--- src/rtl/dwm_pkg.sv ---
package dwm_pkg;
    localparam int ADDR_W   = 32;
    localparam int WORD_W   = 32;
    localparam int BEAT_W   = 64;
    localparam int CNT_W    = 16;
    localparam int WORD_LSB = $clog2(WORD_W / 8);
    localparam int BEAT_LSB = $clog2(BEAT_W / 8);
    localparam int HALF_BIT = BEAT_LSB - 1;

    typedef logic [ADDR_W-1:0] addr_t;
    typedef logic [WORD_W-1:0] word_t;
    typedef logic [BEAT_W-1:0] beat_t;
    typedef logic [CNT_W-1:0]  cnt_t;
    typedef logic [CNT_W:0]    span_t;

    // Number of beats that cover `words` words starting at `start`.
    function automatic cnt_t beats_for(input addr_t start, input cnt_t words);
        span_t total;
        total = span_t'(words) + span_t'(start[HALF_BIT]) + span_t'(1);
        return cnt_t'(total >> 1);
    endfunction

    typedef struct packed {
        logic  active;
        addr_t ptr;
        cnt_t  left;
        logic  upper;
    } wr_state_t;
endpackage

--- src/rtl/dwm_beat_buf.sv ---
module dwm_beat_buf
    import dwm_pkg::*;
#(
    parameter  int DEPTH = 4,
    localparam int PTR_W = (DEPTH > 1) ? $clog2(DEPTH) : 1,
    localparam int OCC_W = $clog2(DEPTH + 1)
) (
    input  logic             clk,
    input  logic             rst_n,
    input  logic             push,
    input  beat_t            push_beat,
    input  logic             pop,
    output beat_t            head,
    output logic [OCC_W-1:0] occ,
    output logic             nonempty
);
    typedef struct packed {
        logic [PTR_W-1:0] wp;
        logic [PTR_W-1:0] rp;
        logic [OCC_W-1:0] occ;
    } buf_state_t;

    buf_state_t s_d, s_q;
    beat_t      slot_q [DEPTH];

    function automatic logic [PTR_W-1:0] step(input logic [PTR_W-1:0] p);
        return (p == PTR_W'(DEPTH - 1)) ? '0 : p + PTR_W'(1);
    endfunction

    always_comb begin
        s_d = s_q;
        if (push) s_d.wp = step(s_q.wp);
        if (pop)  s_d.rp = step(s_q.rp);
        case ({push, pop})
            2'b10:   s_d.occ = s_q.occ + OCC_W'(1);
            2'b01:   s_d.occ = s_q.occ - OCC_W'(1);
            default: s_d.occ = s_q.occ;
        endcase
    end

    always_ff @(posedge clk or negedge rst_n) begin
        if (!rst_n) s_q <= '0;
        else        s_q <= s_d;
    end

    always_ff @(posedge clk) begin
        if (push) slot_q[s_q.wp] <= push_beat;
    end

    assign head     = slot_q[s_q.rp];
    assign occ      = s_q.occ;
    assign nonempty = (s_q.occ != '0);
endmodule

--- src/rtl/dwm_rd_ctrl.sv ---
module dwm_rd_ctrl
    import dwm_pkg::*;
#(
    parameter  int DEPTH = 4,
    localparam int OCC_W = $clog2(DEPTH + 1)
) (
    input  logic             clk,
    input  logic             rst_n,
    input  logic             load,
    input  addr_t            load_addr,
    input  cnt_t             load_words,
    input  logic [OCC_W-1:0] buf_occ,
    output logic             rd_valid,
    output addr_t            rd_addr,
    input  logic             rd_ready,
    input  logic             rsp_valid
);
    typedef struct packed {
        logic             active;
        addr_t            ptr;
        cnt_t             left;
        logic [OCC_W-1:0] pend;
    } rd_state_t;

    rd_state_t s_d, s_q;
    logic      room;
    logic      fire;

    always_comb begin
        s_d      = s_q;
        room     = ({1'b0, s_q.pend} + {1'b0, buf_occ}) < (OCC_W + 1)'(DEPTH);
        rd_valid = s_q.active && room;
        fire     = rd_valid && rd_ready;

        if (load) begin
            s_d.active = 1'b1;
            s_d.ptr    = load_addr & ~addr_t'(BEAT_W / 8 - 1);
            s_d.left   = beats_for(load_addr, load_words);
        end else if (fire) begin
            s_d.ptr  = s_q.ptr + addr_t'(BEAT_W / 8);
            s_d.left = s_q.left - cnt_t'(1);
            if (s_q.left == cnt_t'(1)) s_d.active = 1'b0;
        end

        case ({fire, rsp_valid})
            2'b10:   s_d.pend = s_q.pend + OCC_W'(1);
            2'b01:   s_d.pend = s_q.pend - OCC_W'(1);
            default: s_d.pend = s_q.pend;
        endcase
    end

    always_ff @(posedge clk or negedge rst_n) begin
        if (!rst_n) s_q <= '0;
        else        s_q <= s_d;
    end

    assign rd_addr = s_q.ptr;
endmodule

--- src/rtl/dwm_wr_ctrl.sv ---
module dwm_wr_ctrl
    import dwm_pkg::*;
(
    input  logic  clk,
    input  logic  rst_n,
    input  logic  load,
    input  addr_t load_addr,
    input  cnt_t  load_words,
    input  logic  per_req,
    input  logic  wr_ready,
    input  logic  buf_nonempty,
    input  beat_t head,
    output logic  wr_valid,
    output addr_t wr_addr,
    output word_t wr_data,
    output logic  pop,
    output logic  done,
    output logic  busy
);
    wr_state_t s_d, s_q;
    logic      fire;
    logic      last;

    always_comb begin
        s_d      = s_q;
        wr_valid = s_q.active && per_req && buf_nonempty;
        fire     = wr_valid && wr_ready;
        last     = (s_q.left == cnt_t'(1));
        wr_data  = s_q.upper ? head[BEAT_W-1:WORD_W] : head[WORD_W-1:0];
        pop      = fire && (s_q.upper || last);
        done     = fire && last;

        if (load) begin
            s_d.active = 1'b1;
            s_d.ptr    = load_addr & ~addr_t'(WORD_W / 8 - 1);
            s_d.left   = load_words;
            s_d.upper  = load_addr[HALF_BIT];
        end else if (fire) begin
            s_d.ptr   = s_q.ptr + addr_t'(WORD_W / 8);
            s_d.left  = s_q.left - cnt_t'(1);
            s_d.upper = ~s_q.upper;
            if (last) s_d.active = 1'b0;
        end
    end

    always_ff @(posedge clk or negedge rst_n) begin
        if (!rst_n) s_q <= '0;
        else        s_q <= s_d;
    end

    assign wr_addr = s_q.ptr;
    assign busy    = s_q.active;
endmodule

--- src/rtl/dw_word_mover.sv ---
module dw_word_mover
    import dwm_pkg::*;
#(
    parameter  int DEPTH = 4,
    localparam int OCC_W = $clog2(DEPTH + 1)
) (
    input  logic              clk,
    input  logic              rst_n,
    input  logic              start,
    input  logic [ADDR_W-1:0] start_addr,
    input  logic [CNT_W-1:0]  word_count,
    output logic              busy,
    output logic              done,
    output logic              mem_rd_valid,
    output logic [ADDR_W-1:0] mem_rd_addr,
    input  logic              mem_rd_ready,
    input  logic              mem_rsp_valid,
    input  logic [BEAT_W-1:0] mem_rsp_data,
    input  logic              per_req,
    output logic              per_wr_valid,
    output logic [ADDR_W-1:0] per_wr_addr,
    output logic [WORD_W-1:0] per_wr_data,
    input  logic              per_wr_ready
);
    logic             load;
    logic [OCC_W-1:0] buf_occ;
    logic             buf_nonempty;
    beat_t            buf_head;
    logic             buf_pop;

    assign load = start && !busy && (word_count != '0);

    dwm_rd_ctrl #(.DEPTH(DEPTH)) u_rd (
        .clk        (clk),
        .rst_n      (rst_n),
        .load       (load),
        .load_addr  (start_addr),
        .load_words (word_count),
        .buf_occ    (buf_occ),
        .rd_valid   (mem_rd_valid),
        .rd_addr    (mem_rd_addr),
        .rd_ready   (mem_rd_ready),
        .rsp_valid  (mem_rsp_valid)
    );

    dwm_beat_buf #(.DEPTH(DEPTH)) u_buf (
        .clk       (clk),
        .rst_n     (rst_n),
        .push      (mem_rsp_valid),
        .push_beat (mem_rsp_data),
        .pop       (buf_pop),
        .head      (buf_head),
        .occ       (buf_occ),
        .nonempty  (buf_nonempty)
    );

    dwm_wr_ctrl u_wr (
        .clk          (clk),
        .rst_n        (rst_n),
        .load         (load),
        .load_addr    (start_addr),
        .load_words   (word_count),
        .per_req      (per_req),
        .wr_ready     (per_wr_ready),
        .buf_nonempty (buf_nonempty),
        .head         (buf_head),
        .wr_valid     (per_wr_valid),
        .wr_addr      (per_wr_addr),
        .wr_data      (per_wr_data),
        .pop          (buf_pop),
        .done         (done),
        .busy         (busy)
    );
endmodule

--- config.mk ---
export PLATFORM = sky130hd
export DESIGN_NAME = dw_word_mover
export DESIGN_NICKNAME = d
export VERILOG_FILES = /design/src/rtl/dwm_pkg.sv /design/src/rtl/dwm_beat_buf.sv /design/src/rtl/dwm_rd_ctrl.sv /design/src/rtl/dwm_wr_ctrl.sv /design/src/rtl/dw_word_mover.sv
export SDC_FILE = /design/constraint.sdc
export NUM_CORES = 1
export LEC_CHECK = 0
export BUFFER_PORTS_ARGS = -buffer_cell sky130_fd_sc_hd__buf_4
export CAP_MARGIN = 20
export CORE_ASPECT_RATIO = 0.5
export CORE_MARGIN = 4
export CORE_UTILIZATION = 40
export DETAILED_ROUTE_END_ITERATION = 10
export PLACE_DENSITY_LB_ADDON = 0.1
export SLEW_MARGIN = 20
export SYNTH_ARGS = -nofsm -noshare
export SYNTH_HDL_FRONTEND = slang
export SYNTH_SLANG_ARGS = --single-unit
--- constraint.sdc ---
create_clock -name clk -period 6.5 [get_ports clk]
set_input_delay 0.975 -clock clk [delete_from_list [all_inputs] [get_ports clk]]
set_output_delay 0.975 -clock clk [all_outputs]
set_load 0.005 [all_outputs]
* After elaboration in Yosys (flattened, before gate mapping)
Memory sizes are Yosys's and may differ from the RTL's. Index checks and enable logic that the tools add are counted.
Storage, ports and cells: bits in registers 109, memory bits (writable) 256, input port bits 119, logic and storage cells 69, memories 1
Operators by class: add/subtract/negate cells 13, magnitude comparators 1, equal/unequal tests 8, muxes and demuxes 13, bitwise operators 1, reduce and logical (&&, ||, !) cells 21
Memory list:
- u_buf.slot_q | depth 4, width 64, rd ports 1, clocked after Yosys merged registers in 0, write ports 1, RTL line dwm_beat_buf.sv:24 | beat_t slot_q [DEPTH];
Operators by type and width (count):
- 2-to-1 mux 50 bit | 2
- 2-to-1 mux 49 bit | 2
- adder 32 x 3 -> 32 bit (second input constant) | 1
- adder 32 x 4 -> 32 bit (second input constant) | 1
- == test 16 x 1 -> 1 bit (second input constant) | 2
- 2-to-1 mux 32 bit | 1
- subtractor 16 x 1 -> 16 bit (second input constant) | 2
- adder 16 x 1 -> 17 bit | 1
- adder 17 x 1 -> 17 bit (second input constant) | 1
- nonzero test 16 bit | 1
- case mux 3 bit (2 select lines) | 2
- nonzero test 2 bit | 6
- logical AND 1 bit | 9
- == test 2 bit (second input constant) | 4
- adder 3 x 1 -> 3 bit (second input constant) | 2
- subtractor 3 x 1 -> 3 bit (second input constant) | 2
- adder 2 x 1 -> 2 bit (second input constant) | 2
- adder 3 x 3 -> 4 bit | 1
- == test 2 x 1 -> 1 bit (second input constant) | 2
- less-than comparator 4 x 3 -> 1 bit (second input constant) | 1
- 2-to-1 mux 1 bit | 4
- 2-to-1 mux 2 bit | 2
- AND reduction 2 bit | 2
- nonzero test 3 bit | 1
- other kinds (3) | 3

* Depth between registers and ports, before layout
Gate-level depths: netlist of run 1.
depth after elaboration 6, gate-level depth with buffers 12, depth with buffers taken out 11

* Cells and area by module
Synthesis of run 1 repeated with hierarchy kept, for this count alone.
Unflattened totals: cells, all modules 1157, area total of the unflattened synthesis 16435.8 um^2
By module, submodules not included:
- dwm_beat_buf | instances 1, cells an instance 375, area an instance 9665.5 um^2
- dwm_wr_ctrl | instances 1, cells an instance 391, area an instance 3385.7 um^2
- dwm_rd_ctrl | instances 1, cells an instance 385, area an instance 3325.7 um^2
- dw_word_mover | instances 1, cells an instance 6, area an instance 58.8 um^2

* Least setup slack after synthesis of run 1
Ideal clock, no wire load.
kind input to register, start input mem_rsp_valid, end memory u_buf.slot_q[1][0] (netlist name) (enable), library setup time 0.429 ns, data arrival time 2.482 ns, path slack 3.590 ns, stages 1, path buffers 0, cell sequence and2_1
On the way: word-level cells in the longest chain between the ends 2
Ends and longest elaborated chain:
- start, declared | RTL line dw_word_mover.sv:17 | input logic mem_rsp_valid,
- 2-to-1 mux 1 bit | RTL line dwm_beat_buf.sv:47 | if (push) slot_q[s_q.wp] <= push_beat;
- 2-to-1 mux 1 bit (not written as such) | RTL line dwm_beat_buf.sv:47
- end, declared | RTL line dwm_beat_buf.sv:24
Every way passes these cells.

* Final worst setup path of run 1
start register u_buf.s_q[3] (netlist name), end output per_wr_data[31]
On the way: word-level cells in the longest chain between the ends 2
Ends and longest elaborated chain:
- start, declared | RTL line dwm_beat_buf.sv:23 | buf_state_t s_d, s_q;
- start signal, assigned | RTL line dwm_beat_buf.sv:42 | if (!rst_n) s_q <= '0;
- start signal, assigned | RTL line dwm_beat_buf.sv:43 | else s_q <= s_d;
- memory (4 x 64 bit)
- 2-to-1 mux 32 bit | RTL line dwm_wr_ctrl.sv:29 | wr_data = s_q.upper ? head[BEAT_W-1:WORD_W] : head[WORD_W-1:0];
- end, declared | RTL line dw_word_mover.sv:22 | output logic [WORD_W-1:0] per_wr_data,
Every way passes these cells.

==> results of run 1 <==
[where the power goes]
| group | leakage (µW) | internal (µW) | total, µW | switching (µW) |
|---|---|---|---|---|
| sequential | 0.00361 | 3080 | 3610 | 534 |
| combinational | 0.00287 | 1350 | 2620 | 1270 |
| clock | 0.000561 | 1140 | 2030 | 895 |
[placed cells by master, fill, tap and decap left out, types with 12 or more instances in the layout]
master and instances:
o21ai_0 27, or3_1 13, nand2_1 152, ha_1 16, clkbuf_16 38, nor3_1 12
inv_1 24, nor2_1 53, xor2_1 52, dfrtp_1 102, mux4_2 64, a31oi_1 16
nand4_1 29, a21oi_1 48, nand3_1 36, buf_4 224, edfxtp_1 256, or4_1 12
xnor2_1 31
[routing by layer]
| metal | vias to the layer above | part of all wire [%] | GRT usage (%) |
|---|---|---|---|
| li1 | 4554 | - | - |
| met1 | 4952 | 43 | 22.2 |
| met2 | 201 | 50 | 29.2 |
| met3 | 59 | 4.2 | 3.14 |
| met4 | 0 | 2.4 | 4.69 |
| met5 | - | 0 | 0 |
[registers in the layout, indices dropped and copies added, names as in the netlist]
| signal | cells |
|---|---|
| u_wr.busy | 1 |
| u_rd.s_q | 20 |
| u_wr.s_q | 17 |
| u_buf.s_q | 4 |
| u_buf.slot_q | 256 |
| u_wr.wr_addr | 30 |
| u_buf.occ | 3 |
| u_rd.rd_addr | 29 |
[worst max-delay path, delay by kind of cell (launching register included)]
family / cells / cell delay (ps)
DFF: 1 / 870
muxes: 2 / 870
buffers and inverters: 2 / 830
[through the flow]
stage,power [µW],setup WS [ps]
6_report,8270,2350
5_1_grt,8790,2050
4_1_cts,8420,2190
3_5_place_dp,6350,2770
3_3_place_gp,6280,2800
2_1_floorplan,5340,3590
[cell families (layout without fill, tap and decap cells)]
| logic type | Yosys count | in the layout | synth area share (%) |
|---|---|---|---|
| AOI/OAI and AO/OA | 119 | 119 | 4.45 |
| DFF | 360 | 360 | 64.0 |
| other | 1 | 5 | 0.0233 |
| adders and majority gates | 18 | 18 | 1.49 |
| and+or+nand+nor | 358 | 358 | 11.0 |
| muxes | 75 | 75 | 9.68 |
| xor gates and xnor gates | 83 | 83 | 4.52 |
| buffers and inverters | 136 | 315 | 4.82 |
[final cells by class]
type                       instances  area, µm²
clock inverter                    16        136
tap                              530        663
timing repair buffer             225       1700
fill                            3532      20300
multi-input combinational        658       5040
inverter                          25       93.8
clock buffer                      49       1000
sequential                       360      10300
[path summary, 6_finish.rpt]
check / from / to / depth (start not counted)
hold / removal: u_rd.s_q[2] / u_rd.s_q[2] / 1
setup reg to reg: u_wr.s_q[0] / u_buf.occ[2] / 10
min in group asynchronous: rst_n / u_rd.rd_addr[28] / 1
hold reg to reg: u_rd.s_q[2] / u_rd.s_q[2] / 1
setup / recovery: u_buf.s_q[3] / per_wr_data[31] / 4
max in group asynchronous: rst_n / u_buf.s_q[3] / 2
==> impl_metrics.toml, run 1 <==
[sta]
post-route-period-util_pct = 63.9
tightest_slew_ps = 996
setup_viol = 0
fin_tns_setup_ps = 0
hold_violations = 0
relSlewSlack_pct = 33.6
whs_ps = 507
max_freq_mhz = 241
grt_setup_unrepaired = "false"
skew_ps = 16.4
fin_crit_ps = 4150
drv_slew = 0

[die]
row_count = 51
dieArea_mm2 = 0.0436
die_h_um = 150
initial_core_util_pct = 41.0
dieWidth_um = 291
pin_count = 219
core-area_mm2 = 0.0392

[placed_design]
io_buffer_count = 211
placed_area_mm2 = 0.0178
dpl.hpwl_mm = 24.1
dp.cells = 1798
gp_congestion = 0.802

[critical_path]
cp-start-kind = "flop"
rrSetupSlack_ps = 3170
critPathMaxStageDelay_ps = 870
arrival_ps = 3180
path_class = "reg -> out"
required_ps = 5520
cpMostUsedCell = "buf_4"
cpMaxStageDelayCell = "dfrtp_4"
cp_max_fo = 34
cp-end-kind = "output pin"
path_cells = "buf_4, mux4_2, mux2_2, buf_4"

[global_route]
antenna_found_initial = 0
overflow = 0
grt_max_degree = 103
grt_first_pass_wirelength_mm = 58.1
grt.total_usage_pct = 16.9
grt_pass1_vias = 10100

[layout]
fin_util_pct = 48.3
stdcell_count = 1863
layout.nets = 1443
syn2layout_area_growth_pct = 17.8
diodes = 0
finish.instance_area_mm2 = 0.0189
layout-drive-gt1-share_pct = 26.9

[hold_path]
min_path_type = "reg -> reg"

[clocking]
cts-buffers-inserted = 36
clock_path_buffers = 3
cts_tree = "done"
cts_resized = 0
clock-sinks = 360
post_cts.repair.setup_buffers = 0
cts_max_level = 2
clkLatencyLatePin_ps = 540
hold_buffers = 0
cts_root_buf = "clkbuf_16"
clk_pin_slew_ps = 60

[synthesis]
yosysMostFrequentCell = "edfxtp_1"
synth.distinct_cells = 58
synth_edf_count = 256
dominantRegCellSynth = "edfxtp_1"
synth_common_cells = "256 x edfxtp_1, 152 x nand2_1, 104 x dfrtp_1"
syn_area_mm2 = 0.0161
synth_cells = 1150
postSynthAreaPerCell_um2 = 14.0
async_flop_share_pct = 28.9
synth_area_leaders = "edfxtp_1 48%, dfrtp_1 16%, mux4_2 9.0%"
ys_seq_area_share_pct = 64.0
synth_top_area_cell = "edfxtp_1"
synth_top_area_share_pct = 47.8
yosys_warnings = 0
synth_seq_cells = 360

[route]
wl_per_cell_um = 20.1
ant_nets = 0
firstDrtPassIters = 5
vias_per_cell = 5.24
vias = 9766
totalWireLength_mm = 37.5
drc_errors = 0
drt-initial-drc-count = 604

[run_status]
status = "finished clean"

[power]
ir_drop_mv = 0.211
power_density_mw_per_mm2 = 437
p_leak_uw = 0.00704

[run]
maxCapViolations = 0
(Power assumes the default switching activity.)
==> run 2: changes to the inputs <==
==> constraint.sdc (replaced) <==
create_clock -name clk -period 3.6 [get_ports clk]
set_input_delay 0.54 -clock clk [delete_from_list [all_inputs] [get_ports clk]]
set_output_delay 0.54 -clock clk [all_outputs]
set_load 0.005 [all_outputs]
==> run 2 against run 1 <==
Against the previous run:
- utilization hardly changed
- register-to-register slack worse by 2600 ps
- total power is 78% higher
- final cell count is 0.11% higher
- critical path type unchanged
- critical endpoint is now per_wr_data[3]
- largest cell class unchanged
==> impl_metrics.toml, run 2 (synthesized netlist as in run 1, its figures left out) <==
[run_status]
status = "finished clean"

[route]
vias_per_cell = 5.22
drc_errors = 0
drt-initial-drc-count = 529
firstDrtPassIters = 6
ant_nets = 0
totalWireLength_mm = 37.1
vias = 9729
wl_per_cell_um = 19.9

[clocking]
cts_max_level = 2
cts_root_buf = "clkbuf_16"
clock-sinks = 360
post_cts.repair.setup_buffers = 0
cts_resized = 0
hold_buffers = 0
clkLatencyLatePin_ps = 530
clk_pin_slew_ps = 60
clock_path_buffers = 3
cts-buffers-inserted = 35
cts_tree = "done"

[power]
p_leak_uw = 0.00703
power_density_mw_per_mm2 = 778
ir_drop_mv = 0.341

[critical_path]
crit_end = "per_wr_data[3]"
rr_worst_depth = 10
timing.rr.end = "u_buf.occ[2]"
cpMaxStageDelayCell = "dfrtp_4"
rrSetupSlack_ps = 580
reg2reg_from = "u_wr.s_q[6]"
critPathLaunch = "u_buf.s_q[3]"
path_buf_inv = 2
cp_max_fo = 37
critPathMaxStageDelay_ps = 940
critPathTopFamily = "flip-flops"
arrival_ps = 2690
cp.depth = 5
path_cells = "buf_4, mux4_2, nand2_1, nand2_1, buf_4"
cp-end-kind = "output pin"
required_ps = 3060
path_class = "reg -> out"
cp-start-kind = "flop"

[sta]
drv_slew = 0
grt_setup_unrepaired = "false"
skew_ps = 12.1
hold_violations = 0
relSlewSlack_pct = 31.9
fin_tns_setup_ps = 0
tightest_slew_ps = 1020
max_freq_mhz = 310
setup_viol = 0
post-route-period-util_pct = 89.7
fin_crit_ps = 3230

[global_route]
grt_pass1_vias = 10200
grt_max_degree = 113
antenna_found_initial = 0
overflow = 0
grt_first_pass_wirelength_mm = 58.2
grt.total_usage_pct = 16.9

[placed_design]
io_buffer_count = 211
dpl.hpwl_mm = 24.0
gp_congestion = 0.823

[layout]
layout-drive-gt1-share_pct = 26.7
layout_common_cells = "256 x edfxtp_1, 224 x buf_4, 152 x nand2_1"
layout.nets = 1448
layout_commonest_cell = "edfxtp_1"
largest_reg_flops = 256
fin_util_pct = 48.3
largest-register = "u_buf.slot_q"
diodes = 0
syn2layout_area_growth_pct = 17.9

[hold_path]
min_path_type = "in -> async"

[die]
dieWidth_um = 291
pin_count = 219
dieArea_mm2 = 0.0436
initial_core_util_pct = 41.0
die_h_um = 150
row_count = 51
core-area_mm2 = 0.0392

[run]
maxCapViolations = 0
==> run 2: cell types whose count changed in the layout (fill, tap and decap cells not counted) <==
| cell | before | now |
|---|---|---|
| buf_12 | 1 | 7 |
| clkinv_1 | 6 | 11 |
| clkinv_2 | 6 | 2 |
| clkbuf_16 | 38 | 35 |
| bufinv_16 | 1 | 0 |
| clkbuf_1 | 10 | 9 |
| clkinv_4 | 2 | 1 |
| inv_6 | 0 | 1 |
==> run 2: where the power goes <==
group          total [µW]  switching (µW)  internal [µW]
combinational        4800            2280           2520
sequential           6540             989           5550
clock                3400            1560           1840
total               14700            4830           9910
==> run 2: worst min path at each step <==
| stage | startpoint | end | cells past startpoint | slack [ps] |
|---|---|---|---|---|
| finish | rst_n | u_rd.rd_addr[27] | 1 | 110 |
| global route | rst_n | u_rd.rd_addr[12] | 1 | 150 |
| CTS | rst_n | u_wr.wr_addr[23] | 1 | 130 |
| detailed placement | u_rd.s_q[2] | u_rd.s_q[2] | 1 | 480 |
| global placement | u_rd.s_q[2] | u_rd.s_q[2] | 1 | 470 |
| floorplan | rst_n | u_buf.occ[0] | 0 | 240 |
==> run 2: worst reg2reg max path: cells and delay by family (launching register included) <==
| kind | cells | cell delay, ps |
|---|---|---|
| simple gates | 4 | 1430 |
| fa+ha+maj | 2 | 570 |
| flops | 1 | 390 |
| buf+inv | 1 | 60 |
| compound gates | 1 | 200 |
| xor+xnor | 2 | 300 |
==> run 2: per-layer routing <==
layer / vias up / share of wire (%) / track usage (%)
li1: 4565 / - / -
met1: 4929 / 44 / 22.0
met2: 181 / 50 / 29.7
met3: 54 / 3.8 / 2.94
met4: 0 / 2.2 / 4.52
met5: - / 0 / 0
==> run 2: stage by stage <==
stage / worst slack [ps] / total power (µW) / hold WS, ps / area (µm²) / instances
2_1_floorplan: 706 / 9640 / 244 / 16100 / 1154
6_report: 370 / 14700 / 113 / 18900 / 1865
5_1_grt: 145 / 15700 / 152 / 18900 / 1865
3_5_place_dp: 553 / 11600 / 476 / 17900 / 1804
4_1_cts: 247 / 15000 / 130 / 18900 / 1865
3_3_place_gp: 588 / 11400 / 473 / 17900 / 1804
==> run 2: layout make-up <==
| cell class | instances | area (µm²) |
|---|---|---|
| Multi-Input combinational cell | 658 | 5040 |
| Fill cell | 3455 | 20300 |
| Inverter | 25 | 93.8 |
| Clock inverter | 16 | 105 |
| Timing Repair Buffer | 231 | 1820 |
| Clock buffer | 45 | 923 |
| Sequential cell | 360 | 10300 |
| Tap cell | 530 | 663 |
==> run 3: changes to the inputs <==
--- a/config.mk
+++ b/config.mk
@@ -11,6 +11,7 @@
 export CORE_MARGIN = 4
 export CORE_UTILIZATION = 40
 export DETAILED_ROUTE_END_ITERATION = 10
+export MAX_ROUTING_LAYER = met4
 export PLACE_DENSITY_LB_ADDON = 0.1
 export SLEW_MARGIN = 20
 export SYNTH_ARGS = -nofsm -noshare
==> run 3 against run 2 <==
Against the previous run:
- global-route usage rose by 0.52 points
- sequential power about the same
- maximum frequency is essentially flat
- hold slack got worse by 5.9 ps
- clock power about the same
- critical path depth is the same
- die area did not move
- clock-buffer cell count unchanged
- final cell count stayed put
- first-iteration DRC count fell by 3.6%
- flip-flop and latch count unchanged
- register-to-register slack barely moved
- critical path type unchanged
==> impl_metrics.toml, run 3 (synthesized netlist as in run 1, its figures left out) <==
[run_status]
status = "finished clean"

[route]
ant_nets = 0
wl_met1_mm = 16.3
wl_met2_mm = 18.7
vias_per_cell = 5.22
highest_layer = "met4"
vias = 9737
firstDrtPassIters = 5
drc_errors = 0
wl_met3_mm = 1.37
wl_per_cell_um = 19.9
totalWireLength_mm = 37.2
drt-initial-drc-count = 510

[clocking]
post_cts.repair.setup_buffers = 0
hold_buffers = 0
cts-buffers-inserted = 35
clkLatencyLatePin_ps = 530
cts_resized = 0
clk_pin_slew_ps = 60
cts_tree = "done"
cts_root_buf = "clkbuf_16"
cts_max_level = 2
clock-sinks = 360
clock_path_buffers = 3

[power]
switchingPower_uw = 4840
ir_drop_mv = 0.342
p_int_uw = 9910
swShare_pct = 32.8
p_leak_uw = 0.00703
power_density_mw_per_mm2 = 778
p_seq_share_pct = 44.3
p_comb_share_pct = 32.6
clockPowerShare_pct = 23.1

[layout]
seqCellArea_mm2 = 0.0103
largest-register = "u_buf.slot_q"
layout_common_cells = "256 x edfxtp_1, 224 x buf_4, 152 x nand2_1"
largest_reg_flops = 256
layout_commonest_cell = "edfxtp_1"
multiInputGateArea_mm2 = 0.00504
nFillCells = 3455
layout.nets = 1448
syn2layout_area_growth_pct = 17.9
diodes = 0
layout-drive-gt1-share_pct = 26.7

[global_route]
grt_max_degree = 113
overflow = 0
grt.total_usage_pct = 17.5
grt_first_pass_wirelength_mm = 58.2
grt_pass1_vias = 10200
antenna_found_initial = 0

[sta]
hold_violations = 0
fin_crit_ps = 3230
skew_ps = 12.0
relSlewSlack_pct = 32.0
post-route-period-util_pct = 89.8
setup_viol = 0
whs_ps = 107
grt_setup_unrepaired = "false"
tightest_slew_ps = 1020
fin_tns_setup_ps = 0
max_freq_mhz = 309
drv_slew = 0

[critical_path]
rrSetupSlack_ps = 580
required_ps = 3060
path_class = "reg -> out"
cp_max_fo = 37
reg2reg_from = "u_wr.s_q[6]"
arrival_ps = 2690
cp-end-kind = "output pin"
timing.rr.end = "u_buf.occ[2]"
cp-start-kind = "flop"
rr_worst_depth = 10
critPathLaunch = "u_buf.s_q[3]"
crit_end = "per_wr_data[3]"

[die]
dieArea_mm2 = 0.0436
core-area_mm2 = 0.0392
die_h_um = 150
initial_core_util_pct = 41.0
row_count = 51
pin_count = 219
dieWidth_um = 291

[hold_path]
min_path_type = "in -> async"

[run]
maxCapViolations = 0

[placed_design]
gp_congestion = 0.838
dpl.hpwl_mm = 24.0
io_buffer_count = 211
-- run 3: metal layers --
metal | global-route usage, % | vias to the layer above
met2 | 29.8 | 175
met1 | 22.0 | 4945
met4 | 4.52 | 0
met3 | 2.92 | 54
met5 | - | -
li1 | - | 4563
-- run 3: area by class of cell --
cell class / instances / share of cell area (%)
multi-input cells: 658 / 26.6
well taps: 530 / 3.50
flip-flops and latches: 360 / 54.3
inverters: 25 / 0.495
repair buffers: 231 / 9.62
clock buffers: 45 / 4.87
clock inverters: 16 / 0.555
-- run 3: worst min-delay path by stage --
stage | endpoint | slack, ps | depth (start not counted)
floorplan | u_buf.occ[0] | 240 | 0
global placement | u_rd.s_q[2] | 470 | 1
detailed placement | u_rd.s_q[2] | 480 | 1
CTS | u_wr.wr_addr[23] | 130 | 1
global route | u_rd.rd_addr[12] | 150 | 1
finish | u_rd.rd_addr[27] | 110 | 1
-- run 3: through the flow --
step                      worst slack (ps)  util [%]  cell area (µm²)  std cells  power (µW)
after floorplan                        706         -            16100       1154        9640
after global placement                 588      45.7            17900       1804       11400
after detailed placement               553      45.7            17900       1804       11600
after CTS                              247      48.3            18900       1865       15000
after global routing                   145      48.3            18900       1865       15700
final                                  369      48.3            18900       1865       14700
-- run 3: critical path: stages, from the launching register on --
cell and delay [ps]:
dfrtp_4 940, buf_4 360, mux4_2 520, nand2_1 80, nand2_1 70, buf_4 140
-- run 3: power by group through the flow --
stage                     Combinational (µW)  Sequential (µW)  Clock (µW)
after floorplan                         3440             6200           0
after global placement                  4850             6590           0
after detailed placement                4920             6640           0
after CTS                               4940             6560        3520
after global routing                    5310             6710        3700
final                                   4800             6540        3400
